`config.mk`:
```
export PLATFORM = sky130hd
export DESIGN_NAME = opaddr_gen
export DESIGN_NICKNAME = d
export VERILOG_FILES = /design/src/rtl/oag_pkg.sv /design/src/rtl/oag_internal.sv /design/src/rtl/oag_external.sv /design/src/rtl/opaddr_gen.sv
export SDC_FILE = /design/constraint.sdc
export NUM_CORES = 1
export LEC_CHECK = 0
export BUFFER_PORTS_ARGS = -buffer_cell sky130_fd_sc_hd__buf_2
export CORE_MARGIN = 4
export CORE_UTILIZATION = 48
export CTS_BUF_LIST = sky130_fd_sc_hd__clkbuf_16
export DETAILED_ROUTE_END_ITERATION = 10
export GPL_ROUTABILITY_DRIVEN = 0
export PLACE_DENSITY = 0.89
export SKIP_LAST_GASP = 1
export SLEW_MARGIN = 15
export SYNTH_ARGS = -nofsm -noshare
export SYNTH_HDL_FRONTEND = slang
export SYNTH_SLANG_ARGS = --single-unit
export TNS_END_PERCENT = 20
```
`constraint.sdc`:
```
create_clock -name clk -period 3.5 [get_ports clk]
set_input_delay 0.7 -clock clk [delete_from_list [all_inputs] [get_ports clk]]
set_output_delay 0.7 -clock clk [all_outputs]
set_load 0.05 [all_outputs]
```
`src/rtl/oag_pkg.sv`:
```
package oag_pkg;

  localparam int BYTE_W   = 8;
  localparam int WIDE_W   = 16;
  localparam int BANK_W   = 2;
  localparam int REGN_W   = 3;
  localparam int BIDX_W   = 3;
  localparam int MODE_W   = 3;
  localparam logic [BYTE_W-1:0] RAM_BIT_BASE = 8'h20;

  typedef enum logic [MODE_W-1:0] {
    AM_REG    = 3'd0,
    AM_DIR    = 3'd1,
    AM_BIT    = 3'd2,
    AM_IND_RI = 3'd3,
    AM_IND_SP = 3'd4,
    AM_XR_RI  = 3'd5,
    AM_XR_DP  = 3'd6,
    AM_CODE   = 3'd7
  } amode_e;

  typedef enum logic [1:0] {
    SPC_IRAM = 2'd0,
    SPC_SFR  = 2'd1,
    SPC_XRAM = 2'd2,
    SPC_CODE = 2'd3
  } space_e;

  typedef struct packed {
    space_e              space;
    logic [WIDE_W-1:0]   addr;
    logic [BIDX_W-1:0]   bidx;
    logic                is_bit;
    logic                err;
  } res_t;

  // bank fold: bank number times register count plus register number
  function automatic logic [WIDE_W-1:0] bank_addr(
    input logic [BANK_W-1:0] bank, input logic [REGN_W-1:0] rnum);
    logic [WIDE_W-1:0] r;
    r = '0;
    r[BANK_W+REGN_W-1:0] = {bank, rnum};
    return r;
  endfunction

  // byte holding a bit in the SFR area: low bits cleared
  function automatic logic [WIDE_W-1:0] sfr_bit_byte(input logic [BYTE_W-1:0] b);
    logic [WIDE_W-1:0] r;
    r = '0;
    r[BYTE_W-1:BIDX_W] = b[BYTE_W-1:BIDX_W];
    return r;
  endfunction

  // byte holding a bit in the RAM bit window
  function automatic logic [WIDE_W-1:0] ram_bit_byte(input logic [BYTE_W-1:0] b);
    logic [BYTE_W-1:0] s;
    s = RAM_BIT_BASE + (b >> BIDX_W);
    return {{(WIDE_W-BYTE_W){1'b0}}, s};
  endfunction

  // base plus index, wraps modulo 2^WIDE_W
  function automatic logic [WIDE_W-1:0] code_sum(
    input logic [WIDE_W-1:0] base, input logic [BYTE_W-1:0] idx);
    return base + {{(WIDE_W-BYTE_W){1'b0}}, idx};
  endfunction

endpackage

```
`src/rtl/oag_internal.sv`:
```
module oag_internal
  import oag_pkg::*;
(
  input  logic              clk,
  input  logic              rst_n,
  input  amode_e            mode,
  input  logic [BYTE_W-1:0] field,
  input  logic              stack_op,
  input  logic [BANK_W-1:0] bank,
  input  logic [BYTE_W-1:0] r0,
  input  logic [BYTE_W-1:0] r1,
  input  logic [BYTE_W-1:0] sp,
  output res_t              res,
  output logic              hit,
  output logic              sp_misuse
);

  logic [BYTE_W-1:0] ri;
  logic              upper_half;

  assign ri         = field[0] ? r1 : r0;
  assign upper_half = field[BYTE_W-1];
  assign sp_misuse  = (mode == AM_IND_SP) && !stack_op;

  always_comb begin
    res = '0;
    hit = 1'b1;
    case (mode)
      AM_REG: begin
        res.space = SPC_IRAM;
        res.addr  = bank_addr(bank, field[REGN_W-1:0]);
      end
      AM_DIR: begin
        res.space = upper_half ? SPC_SFR : SPC_IRAM;
        res.addr  = {{(WIDE_W-BYTE_W){1'b0}}, field};
      end
      AM_BIT: begin
        res.is_bit = 1'b1;
        res.bidx   = field[BIDX_W-1:0];
        if (upper_half) begin
          res.space = SPC_SFR;
          res.addr  = sfr_bit_byte(field);
        end else begin
          res.space = SPC_IRAM;
          res.addr  = ram_bit_byte(field);
        end
      end
      AM_IND_RI: begin
        res.space = SPC_IRAM;
        res.addr  = {{(WIDE_W-BYTE_W){1'b0}}, ri};
      end
      AM_IND_SP: begin
        res.space = SPC_IRAM;
        if (sp_misuse) res.err = 1'b1;
        else           res.addr = {{(WIDE_W-BYTE_W){1'b0}}, sp};
      end
      default: hit = 1'b0;
    endcase
  end


  reg_in_banks_chk: assert property (@(posedge clk) disable iff (!rst_n)
    (mode == AM_REG) |-> (res.addr < 16'd32));


  ram_bit_window_chk: assert property (@(posedge clk) disable iff (!rst_n)
    (mode == AM_BIT && !field[BYTE_W-1]) |->
      (res.addr >= 16'h0020 && res.addr <= 16'h002F && res.space == SPC_IRAM));


  err_only_sp_chk: assert property (@(posedge clk) disable iff (!rst_n)
    res.err |-> (mode == AM_IND_SP && !stack_op && res.addr == '0));

endmodule

```
`src/rtl/oag_external.sv`:
```
module oag_external
  import oag_pkg::*;
(
  input  logic              clk,
  input  logic              rst_n,
  input  amode_e            mode,
  input  logic              ptr_sel,
  input  logic [BYTE_W-1:0] r0,
  input  logic [BYTE_W-1:0] r1,
  input  logic [BYTE_W-1:0] xpage,
  input  logic [WIDE_W-1:0] dptr,
  input  logic [BYTE_W-1:0] acc,
  input  logic [WIDE_W-1:0] pc,
  output res_t              res,
  output logic              hit
);

  logic [BYTE_W-1:0] ri;
  logic [WIDE_W-1:0] code_base;

  assign ri        = ptr_sel ? r1 : r0;
  assign code_base = ptr_sel ? pc : dptr;

  always_comb begin
    res = '0;
    hit = 1'b1;
    case (mode)
      AM_XR_RI: begin
        res.space = SPC_XRAM;
        res.addr  = {xpage, ri};
      end
      AM_XR_DP: begin
        res.space = SPC_XRAM;
        res.addr  = dptr;
      end
      AM_CODE: begin
        res.space = SPC_CODE;
        res.addr  = code_sum(code_base, acc);
      end
      default: hit = 1'b0;
    endcase
  end


  page_upper_chk: assert property (@(posedge clk) disable iff (!rst_n)
    (mode == AM_XR_RI) |-> (res.addr[WIDE_W-1:BYTE_W] == xpage));


  code_space_chk: assert property (@(posedge clk) disable iff (!rst_n)
    (mode == AM_CODE) |-> (res.space == SPC_CODE && !res.is_bit && !res.err));

endmodule

```
`src/rtl/opaddr_gen.sv`:
```
module opaddr_gen
  import oag_pkg::*;
(
  input  logic        clk,
  input  logic        rst_n,
  input  logic        req_valid,
  input  logic [2:0]  req_mode,
  input  logic [7:0]  req_field,
  input  logic        req_stack_op,
  input  logic [1:0]  bank_sel,
  input  logic [7:0]  r0_val,
  input  logic [7:0]  r1_val,
  input  logic [7:0]  sp_val,
  input  logic [15:0] dptr_val,
  input  logic [7:0]  acc_val,
  input  logic [15:0] pc_val,
  input  logic [7:0]  xpage_val,
  output logic        out_valid,
  output logic [1:0]  out_space,
  output logic [15:0] out_addr,
  output logic [2:0]  out_bit_idx,
  output logic        out_is_bit,
  output logic        out_err
);

  amode_e mode;
  res_t   int_res, ext_res, sel_res, res_q;
  logic   int_hit, ext_hit, sp_misuse;
  logic   valid_q;

  assign mode = amode_e'(req_mode);

  oag_internal u_int (
    .clk(clk), .rst_n(rst_n), .mode(mode), .field(req_field),
    .stack_op(req_stack_op), .bank(bank_sel), .r0(r0_val), .r1(r1_val),
    .sp(sp_val), .res(int_res), .hit(int_hit), .sp_misuse(sp_misuse)
  );

  oag_external u_ext (
    .clk(clk), .rst_n(rst_n), .mode(mode), .ptr_sel(req_field[0]),
    .r0(r0_val), .r1(r1_val), .xpage(xpage_val), .dptr(dptr_val),
    .acc(acc_val), .pc(pc_val), .res(ext_res), .hit(ext_hit)
  );

  assign sel_res = int_hit ? int_res : ext_res;

  always_ff @(posedge clk) begin
    if (!rst_n) begin
      valid_q <= 1'b0;
      res_q   <= '0;
    end else begin
      valid_q <= req_valid;
      if (req_valid) res_q <= sel_res;
    end
  end

  assign out_valid   = valid_q;
  assign out_space   = res_q.space;
  assign out_addr    = res_q.addr;
  assign out_bit_idx = res_q.bidx;
  assign out_is_bit  = res_q.is_bit;
  assign out_err     = res_q.err;


  valid_follow_chk: assert property (@(posedge clk) disable iff (!rst_n)
    req_valid |=> out_valid);


  idle_hold_chk: assert property (@(posedge clk) disable iff (!rst_n)
    !req_valid |=> (!out_valid && $stable(out_addr) && $stable(out_space)));


  sp_err_flag_chk: assert property (@(posedge clk) disable iff (!rst_n)
    (req_valid && sp_misuse) |=> (out_err && out_addr == '0));


  sfr_bit_align_chk: assert property (@(posedge clk) disable iff (!rst_n)
    (out_valid && out_is_bit && out_space == SPC_SFR) |-> (out_addr[2:0] == 3'd0));


  one_path_chk: assert property (@(posedge clk) disable iff (!rst_n)
    $countones({int_hit, ext_hit}) == 1);

endmodule

```
==> impl_metrics.env, run 1 <==
export IMPL_critPathCaptureType="flop"
export IMPL_fin_skew_ns=0
export IMPL_power_internal_uw=661
export IMPL_synthesis_nets=407
export IMPL_finalPower_mw=1.02
export IMPL_first_pass_iters=5
export IMPL_drcViolationCount=0
export IMPL_grt_max_degree=32
export IMPL_ios=113
export IMPL_p_leak_nw=1.45
export IMPL_yosys_most_used_dff="dfxtp_1"
export IMPL_syn_area_mm2=0.00248
export IMPL_synthDistinctLibCells=68
export IMPL_antenna_found_initial=0
export IMPL_hold_buffers=0
export IMPL_yosys_area_top_type="dfxtp_1"
export IMPL_cts_root_buf="clkbuf_16"
export IMPL_synthTopCellsByArea="dfxtp_1 (19%), mux2i_1 (6.9%), a21oi_1 (5.2%)"
export IMPL_clkTransAtPathRegs_ns=0.07
export IMPL_post_place_ws_ns=0.311
export IMPL_cts_resized=0
export IMPL_whs_path_depth=2
export IMPL_grt_overflow_total=0
export IMPL_pwr_density_cell_mw_per_mm2=328
export IMPL_crit_arrival_ns=3.10
export IMPL_grt_pass1_vias=2910
export IMPL_fin_hold_ws_ns=0.463
export IMPL_initial_core_util_pct=50.9
export IMPL_p_seq_share_pct=28.7
export IMPL_fin_crit_ns=2.95
export IMPL_fmax_mhz=339
export IMPL_post_dp_hpwl_um=6620
export IMPL_cts_buffers=3
export IMPL_fin_nets=508
export IMPL_r2r_setup_slack_ns=2.30
export IMPL_async_reset_ff_share_pct=0
export IMPL_fillCellCount=427
export IMPL_hold_path_class="flop to flop"
export IMPL_whs_endpoint="out_err$_SDFFE_PN0P_"
export IMPL_r2r_end="out_addr[11]$_SDFFE_PN0P_"
export IMPL_drtIter0Drc=464
export IMPL_tightest_slew_ns=0.624
export IMPL_ys_warnings_count=0
export IMPL_core_area_mm2=0.00488
export IMPL_max_cap_viol_count=0
export IMPL_syn2layout_area_growth_pct=26.0
export IMPL_min_period_over_period_pct=84.3
export IMPL_viasPerCell=6.49
export IMPL_antennaDiodeCount=0
export IMPL_grt_pass1_wl_um=13600
export IMPL_io_buffers=112
export IMPL_reg2reg_depth=4
export IMPL_rr_startpoint="out_addr[11]$_SDFFE_PN0P_"
export IMPL_place_area_mm2=0.00302
export IMPL_cts_sinks=24
export IMPL_power_share_switching_pct=35.5
export IMPL_wire_per_inst_um=18.6
export IMPL_drive_gt1_share_pct=35.7
export IMPL_synth_top_area_share_pct=19.4
export IMPL_switching_power_uw=364
export IMPL_clk_latency_ns=0.27
export IMPL_seq_area_frac_synth_pct=19.4
export IMPL_worstHoldStart="out_err$_SDFFE_PN0P_"
export IMPL_num_vias=3087
export IMPL_dieArea_mm2=0.00639
export IMPL_slew_viol_final=0
export IMPL_critPathLaunchType="primary input"
export IMPL_synth_enable_flop_cells=0
export IMPL_setup_tns_ns=0
export IMPL_clkPwrFrac_pct=33.6
export IMPL_ys_ff_latch=24
export IMPL_maxSlewHeadroom_pct=58.4
export IMPL_rows=25
export IMPL_critical_path_max_fanout=12
export IMPL_ant_nets=0
export IMPL_critical_path_class="primary input to flop"
export IMPL_power_frac_comb_pct=37.7
export IMPL_grt_use_total_pct=26.2
export IMPL_cts_setup_buffers=0
export IMPL_stdcell_count=476
export IMPL_dieHeight_um=79.9
export IMPL_rsz0062_at_grt="no"
export IMPL_wl_um=8870
export IMPL_post_route_util_pct=64.1
export IMPL_clk_path_buf_depth=2
export IMPL_finalSetupViolCount=0
export IMPL_syn_avg_cell_area_um2=8.03
export IMPL_post_place_cells=472
export IMPL_final_area_mm2=0.00313
export IMPL_layout_setup_ws_ns=0.551
export IMPL_outcome="complete, no violations"
export IMPL_cts_tree="yes"
export IMPL_synthCells=309
export IMPL_die_w_um=79.9
export IMPL_htree_num_levels=1
export IMPL_hold_violations=0
export IMPL_peakVddDrop_v=0.000295
export IMPL_required_ns=3.65
-- final cells by class --
type | count | area, um^2 | area share (%)
inverter | 10 | 37.5 | 1.20
clock buffer | 3 | 75.1 | 2.40
timing repair buffer | 114 | 576 | 18.4
multi-input combinational | 257 | 1840 | 59.0
sequential | 24 | 480 | 15.4
clock inverter | 1 | 30.0 | 0.960
tap | 67 | 83.8 | 2.68
-- layout by cell type, fill, tap and decap left out, types with 5 or more instances in the layout --
master	n
nor3_1	6
nor2_1	18
a21o_1	6
xnor2_1	5
inv_1	8
mux2i_1	17
a21oi_1	26
a22oi_1	6
o211ai_1	7
mux2_2	11
ha_1	8
buf_2	112
nand3_1	11
o21ai_0	22
nand2_1	22
nor2b_1	7
a221oi_1	6
dfxtp_1	24
a31oi_1	9
-- worst max-delay path by stage --
stage,depth (start not counted),from,slack (ns),endpoint
3_3_place_gp,9,req_field[0],0.40,out_addr[12]$_SDFFE_PN0P_
4_1_cts,9,req_field[0],0.59,out_addr[12]$_SDFFE_PN0P_
3_5_place_dp,9,req_field[0],0.31,out_addr[12]$_SDFFE_PN0P_
5_1_grt,9,req_field[0],0.48,out_addr[12]$_SDFFE_PN0P_
2_1_floorplan,11,req_field[0],0.34,out_addr[12]$_SDFFE_PN0P_
6_report,9,req_field[0],0.55,out_addr[12]$_SDFFE_PN0P_
-- registers in the layout, indices dropped and copies added (netlist names) --
register,flops
out_addr,16
out_is_bit,1
out_bit_idx,3
out_err,1
out_space,2
out_valid,1
-- power by group through the flow --
| stage | Combinational (mW) | Sequential (mW) | Clock [mW] |
|---|---|---|---|
| after floorplan | 0.210 | 0.345 | 0 |
| after global placement | 0.363 | 0.300 | 0 |
| after detailed placement | 0.372 | 0.300 | 0 |
| after CTS | 0.376 | 0.294 | 0.344 |
| after global routing | 0.411 | 0.295 | 0.350 |
| final | 0.386 | 0.294 | 0.345 |
-- cell families after synthesis --
logic type,Yosys count,share of synthesized area [%]
buffers and inverters,28,6.35
AND/OR/NAND/NOR,90,20.4
multiplexers,28,11.8
XOR/XNOR,9,3.18
adder cells (fa/ha/maj),9,4.84
AO/OA/AOI/OAI,121,34.0
flip-flops,24,19.4
-- routing by layer --
layer / global-route usage, % / up-vias / wire [um]
met3: 3.39 / 39 / 1100
met2: 45.8 / 274 / 4290
met5: 0 / - / 0
met1: 32.6 / 1385 / 3190
li1: - / 1389 / -
met4: 9.80 / 0 / 287
-- critical path: stages --
cell      delay [ns]
buf_2           0.28
mux2_2          0.38
ha_1            0.22
fa_1            0.43
a21o_1          0.22
a221oi_4        0.39
o21ai_0         0.18
xor2_1          0.18
o22ai_1         0.10
-- cell usage after synthesis (5+ instances only) --
library cell	number
a22oi_1	6
a21oi_1	26
nor2b_1	7
nand2_1	22
ha_1	8
o211ai_1	7
clkbuf_1	7
mux2_2	11
nor2_1	18
nand3_1	11
nor3_1	6
a21o_1	6
xnor2_1	5
o21ai_0	22
a31oi_1	9
a221oi_1	6
mux2i_1	17
dfxtp_1	24
inv_1	8
No activity file was read; power rests on OpenSTA's default activity.
==> run 2: changes to the inputs <==
clock period = 2.96 ns   (was 3.5 ns; I/O delays follow)
==> run 2 against run 1 <==
- routed wire length is 6.6% lower
- clock power is 13% lower
- hold slack better by 0.011 ns
- design area is 0.12% higher
- clock skew stayed put
- non-clock buffer count is 4 higher
- critical path depth stayed put
- cell count is 0.84% higher
- first-iteration DRC count is 24% lower
- setup slack worse by 0.35 ns
- sequential share of layout area hardly changed
- sequential power is 18% higher
==> impl_metrics.env, run 2 (synthesis results as in run 1) <==
export IMPL_num_vias=2954
export IMPL_fillCellCount=426
export IMPL_clkPwrFrac_pct=27.2
export IMPL_power_internal_uw=696
export IMPL_dieArea_mm2=0.00639
export IMPL_p_seq_share_pct=31.6
export IMPL_worst_path_max_delay_cell="fa_1"
export IMPL_grt_max_degree=32
export IMPL_cts_sinks=24
export IMPL_fin_skew_ns=0
export IMPL_p_leak_nw=1.46
export IMPL_rows=25
export IMPL_critical_path_max_fanout=11
export IMPL_min_period_over_period_pct=93.3
export IMPL_switching_power_uw=403
export IMPL_hold_path_class="flop to flop"
export IMPL_setup_tns_ns=0
export IMPL_cts_setup_buffers=0
export IMPL_crit_chain="buf_2 -> buf_4 -> mux2_2 -> fa_1 -> a21o_1 -> a221oi_4 -> o21ai_1 -> xor2_1 -> o22ai_1"
export IMPL_viasPerCell=6.15
export IMPL_tightest_slew_ns=0.597
export IMPL_wire_per_inst_um=17.3
export IMPL_clk_latency_ns=0.25
export IMPL_cts_buffers=3
export IMPL_cts_root_buf="clkbuf_16"
export IMPL_largest_reg_flops=16
export IMPL_post_place_ws_ns=0.0431
export IMPL_grt_pass1_wl_um=13000
export IMPL_hold_violations=0
export IMPL_worst_path_buf_inv=2
export IMPL_grt_pass1_vias=2815
export IMPL_crit_arrival_ns=2.90
export IMPL_initial_core_util_pct=50.9
export IMPL_htree_num_levels=1
export IMPL_core_area_mm2=0.00488
export IMPL_critical_path_class="primary input to flop"
export IMPL_outcome="complete, no violations"
export IMPL_fmax_mhz=362
export IMPL_post_dp_hpwl_um=6450
export IMPL_max_stage_delay_ns=0.43
export IMPL_finalPower_mw=1.10
export IMPL_final_cell_mix="buf_2 (112), a21oi_1 (26), dfxtp_1 (24), nand2_1 (22), o21ai_0 (21)"
export IMPL_hold_buffers=0
export IMPL_power_frac_comb_pct=41.2
export IMPL_ios=113
export IMPL_grt_overflow_total=0
export IMPL_max_cap_viol_count=0
export IMPL_pwr_density_cell_mw_per_mm2=351
export IMPL_path_delay_family="compound AO/OA/AOI/OAI gates"
export IMPL_cts_tree="yes"
export IMPL_critPathLaunchType="primary input"
export IMPL_antennaDiodeCount=0
export IMPL_fin_crit_ns=2.76
export IMPL_drive_gt1_share_pct=36.1
export IMPL_maxSlewHeadroom_pct=60.2
export IMPL_clk_path_buf_depth=2
export IMPL_syn2layout_area_growth_pct=26.1
export IMPL_layout_setup_ws_ns=0.200
export IMPL_clkTransAtPathRegs_ns=0.06
export IMPL_first_pass_iters=8
export IMPL_ant_nets=0
export IMPL_drcViolationCount=0
export IMPL_grt_use_total_pct=25.0
export IMPL_rsz0062_at_grt="no"
export IMPL_die_w_um=79.9
export IMPL_wl_um=8290
export IMPL_power_share_switching_pct=36.7
export IMPL_antenna_found_initial=0
export IMPL_finalSetupViolCount=0
export IMPL_dieHeight_um=79.9
export IMPL_critPathCaptureType="flop"
export IMPL_fin_hold_ws_ns=0.474
export IMPL_mostFrequentLayoutCell="buf_2"
export IMPL_peakVddDrop_v=0.000297
export IMPL_cts_resized=0
export IMPL_drtIter0Drc=353
export IMPL_slew_viol_final=0
export IMPL_fin_nets=512
export IMPL_r2r_setup_slack_ns=1.82
export IMPL_required_ns=3.10
export IMPL_io_buffers=112
==> run 2: stage by stage <==
stage / std cells / instance area (um^2) / util (%)
after floorplan: 309 / 2490 / -
after global placement: 476 / 3050 / 62.5
after detailed placement: 476 / 3050 / 62.5
after CTS: 480 / 3130 / 64.2
after global routing: 480 / 3130 / 64.2
final: 480 / 3130 / 64.2
==> run 2: layout make-up <==
cell class	count	area, um^2	area share (%)
repair buffers	118	606	19.3
inverters	10	37.5	1.20
flip-flops and latches	24	480	15.3
multi-input cells	257	1840	58.9
clock buffers	3	75.1	2.40
well taps	67	83.8	2.68
clock inverters	1	3.75	0.120
==> run 2: worst paths after layout <==
kind                               endpoint  cells past startpoint                      from
setup / recovery  out_addr[12]$_SDFFE_PN0P_                      9              req_field[0]
hold / removal         out_err$_SDFFE_PN0P_                      2      out_err$_SDFFE_PN0P_
setup reg to reg   out_addr[7]$_SDFFE_PN0P_                      3  out_addr[7]$_SDFFE_PN0P_
hold reg to reg        out_err$_SDFFE_PN0P_                      2      out_err$_SDFFE_PN0P_
==> run 2: worst reg2reg max path: cells and delay by family, from the launching register on <==
| kind | cells | cell delay [ns] |
|---|---|---|
| AOI/OAI and AO/OA | 3 | 0.70 |
| DFF | 1 | 0.32 |
==> run 2: metal layers <==
layer / track usage, % / routed length (um) / vias to the layer above
li1: - / - / 1398
met1: 30.5 / 3080 / 1323
met2: 42.4 / 4050 / 194
met3: 5.08 / 899 / 39
met4: 10.3 / 250 / 0
met5: 0 / 0 / -
==> run 2: power groups by stage <==
| stage | Sequential, mW | Clock [mW] | Combinational, mW |
|---|---|---|---|
| after floorplan | 0.408 | 0 | 0.250 |
| after CTS | 0.347 | 0.298 | 0.447 |
| after global placement | 0.354 | 0 | 0.432 |
| final | 0.347 | 0.299 | 0.452 |
| after global routing | 0.348 | 0.315 | 0.489 |
| after detailed placement | 0.354 | 0 | 0.443 |
==> run 3: changes to the inputs <==
PLACE_DENSITY = 0.82   (was 0.89)
==> run 3 against run 2 <==
- combinational power about the same
- clock power about the same
- critical path depth unchanged
- cell count unchanged
- core utilization unchanged
- first-iteration DRC count down 2.5%
- routed wire length up 0.72%
- non-clock buffer count unchanged
- largest cell class unchanged
- largest power group unchanged
==> impl_metrics.env, run 3 (synthesis results as in run 1) <==
export IMPL_hold_buffers=0
export IMPL_rr_startpoint="out_addr[7]$_SDFFE_PN0P_"
export IMPL_r2r_end="out_addr[7]$_SDFFE_PN0P_"
export IMPL_max_cap_viol_count=0
export IMPL_drtIter0Drc=344
export IMPL_critical_path_max_fanout=5
export IMPL_final_area_mm2=0.00313
export IMPL_critPathLaunchType="primary input"
export IMPL_r2r_setup_slack_ns=1.82
export IMPL_maxSlewHeadroom_pct=58.3
export IMPL_post_dp_hpwl_um=6550
export IMPL_hold_path_class="flop to flop"
export IMPL_place_area_mm2=0.00305
export IMPL_grt_use_total_pct=25.1
export IMPL_fin_hold_ws_ns=0.459
export IMPL_worst_path_buf_inv=1
export IMPL_critPathCaptureType="flop"
export IMPL_required_ns=3.10
export IMPL_cts_root_buf="clkbuf_16"
export IMPL_drcViolationCount=0
export IMPL_ios=113
export IMPL_final_cell_mix="buf_2 (112), a21oi_1 (26), dfxtp_1 (24), nand2_1 (22), o21ai_0 (21)"
export IMPL_cts_sinks=24
export IMPL_largest_reg_flops=16
export IMPL_ant_nets=0
export IMPL_first_pass_iters=5
export IMPL_syn2layout_area_growth_pct=26.1
export IMPL_clkTransAtPathRegs_ns=0.07
export IMPL_initial_core_util_pct=50.9
export IMPL_viasPerCell=6.25
export IMPL_stdcell_count=480
export IMPL_drive_gt1_share_pct=36.1
export IMPL_die_w_um=79.9
export IMPL_p_leak_nw=1.46
export IMPL_setup_tns_ns=0
export IMPL_path_delay_family="compound AO/OA/AOI/OAI gates"
export IMPL_tightest_slew_ns=0.626
export IMPL_cts_buffers=3
export IMPL_antennaDiodeCount=0
export IMPL_fin_skew_ns=0
export IMPL_slew_viol_final=0
export IMPL_finalPower_mw=1.10
export IMPL_fmax_mhz=376
export IMPL_cts_tree="yes"
export IMPL_layout_setup_ws_ns=0.303
export IMPL_htree_num_levels=1
export IMPL_fin_crit_ns=2.66
export IMPL_clk_path_buf_depth=2
export IMPL_outcome="complete, no violations"
export IMPL_cts_setup_buffers=0
export IMPL_reg2reg_depth=3
export IMPL_antenna_found_initial=0
export IMPL_clk_latency_ns=0.25
export IMPL_mostFrequentLayoutCell="buf_2"
export IMPL_crit_chain="buf_2 -> mux2_2 -> ha_1 -> fa_1 -> a21o_1 -> a221oi_4 -> o21ai_1 -> xor2_1 -> o22ai_1"
export IMPL_peakVddDrop_v=0.000242
export IMPL_whs_endpoint="out_err$_SDFFE_PN0P_"
export IMPL_grt_pass1_wl_um=12900
export IMPL_wire_per_inst_um=17.4
export IMPL_core_area_mm2=0.00488
export IMPL_fillCellCount=446
export IMPL_worstHoldStart="out_err$_SDFFE_PN0P_"
export IMPL_grt_max_degree=32
export IMPL_grt_overflow_total=0
export IMPL_post_route_util_pct=64.2
export IMPL_io_buffers=112
export IMPL_max_stage_delay_ns=0.43
export IMPL_dieArea_mm2=0.00639
export IMPL_dieHeight_um=79.9
export IMPL_hold_violations=0
export IMPL_critical_path_class="primary input to flop"
export IMPL_pwr_density_cell_mw_per_mm2=351
export IMPL_finalSetupViolCount=0
export IMPL_post_place_cells=476
export IMPL_worst_path_max_delay_cell="fa_1"
export IMPL_rows=25
export IMPL_cts_resized=0
export IMPL_crit_arrival_ns=2.80
export IMPL_num_vias=3000
export IMPL_grt_pass1_vias=2757
export IMPL_wl_um=8350
export IMPL_whs_path_depth=2
export IMPL_rsz0062_at_grt="no"
export IMPL_min_period_over_period_pct=89.8
export IMPL_post_place_ws_ns=0.0682
export IMPL_fin_nets=512
-- run 3: final cells by class --
| class | count | area (um^2) | area share, % |
|---|---|---|---|
| clock inverter | 1 | 3.75 | 0.120 |
| clock buffer | 3 | 75.1 | 2.40 |
| inverter | 10 | 37.5 | 1.20 |
| sequential | 24 | 480 | 15.3 |
| tap | 67 | 83.8 | 2.68 |
| timing repair buffer | 118 | 606 | 19.3 |
| multi-input combinational | 257 | 1840 | 58.9 |
-- run 3: power breakdown --
| group | leakage (nW) | internal [mW] | switching (mW) |
|---|---|---|---|
| clock | 0.0385 | 0.181 | 0.121 |
| combinational | 1.22 | 0.177 | 0.273 |
| sequential | 0.196 | 0.339 | 0.00815 |
| total | 1.46 | 0.696 | 0.402 |
-- run 3: worst max path at each step --
stage	from	end	slack, ns	cells after the start
2_1_floorplan	req_field[0]	out_addr[14]$_SDFFE_PN0P_	0.03	11
6_report	req_field[0]	out_addr[12]$_SDFFE_PN0P_	0.30	9
4_1_cts	req_field[0]	out_addr[12]$_SDFFE_PN0P_	0.32	9
5_1_grt	req_field[0]	out_addr[10]$_SDFFE_PN0P_	0.20	9
3_3_place_gp	req_field[0]	out_addr[14]$_SDFFE_PN0P_	0.12	9
3_5_place_dp	req_field[0]	out_addr[14]$_SDFFE_PN0P_	0.07	9
-- run 3: worst register-to-register path, delay by kind of cell (launching register included) --
| family | cells | cell delay (ns) |
|---|---|---|
| AO/OA/AOI/OAI | 3 | 0.71 |
| flip-flops | 1 | 0.32 |
-- run 3: routing by layer --
layer / GRT usage (%) / vias up / part of all wire, %
li1: - / 1397 / -
met1: 32.0 / 1408 / 40
met2: 42.6 / 171 / 48
met3: 3.50 / 24 / 8.6
met4: 9.29 / 0 / 2.9
met5: 0 / - / 0
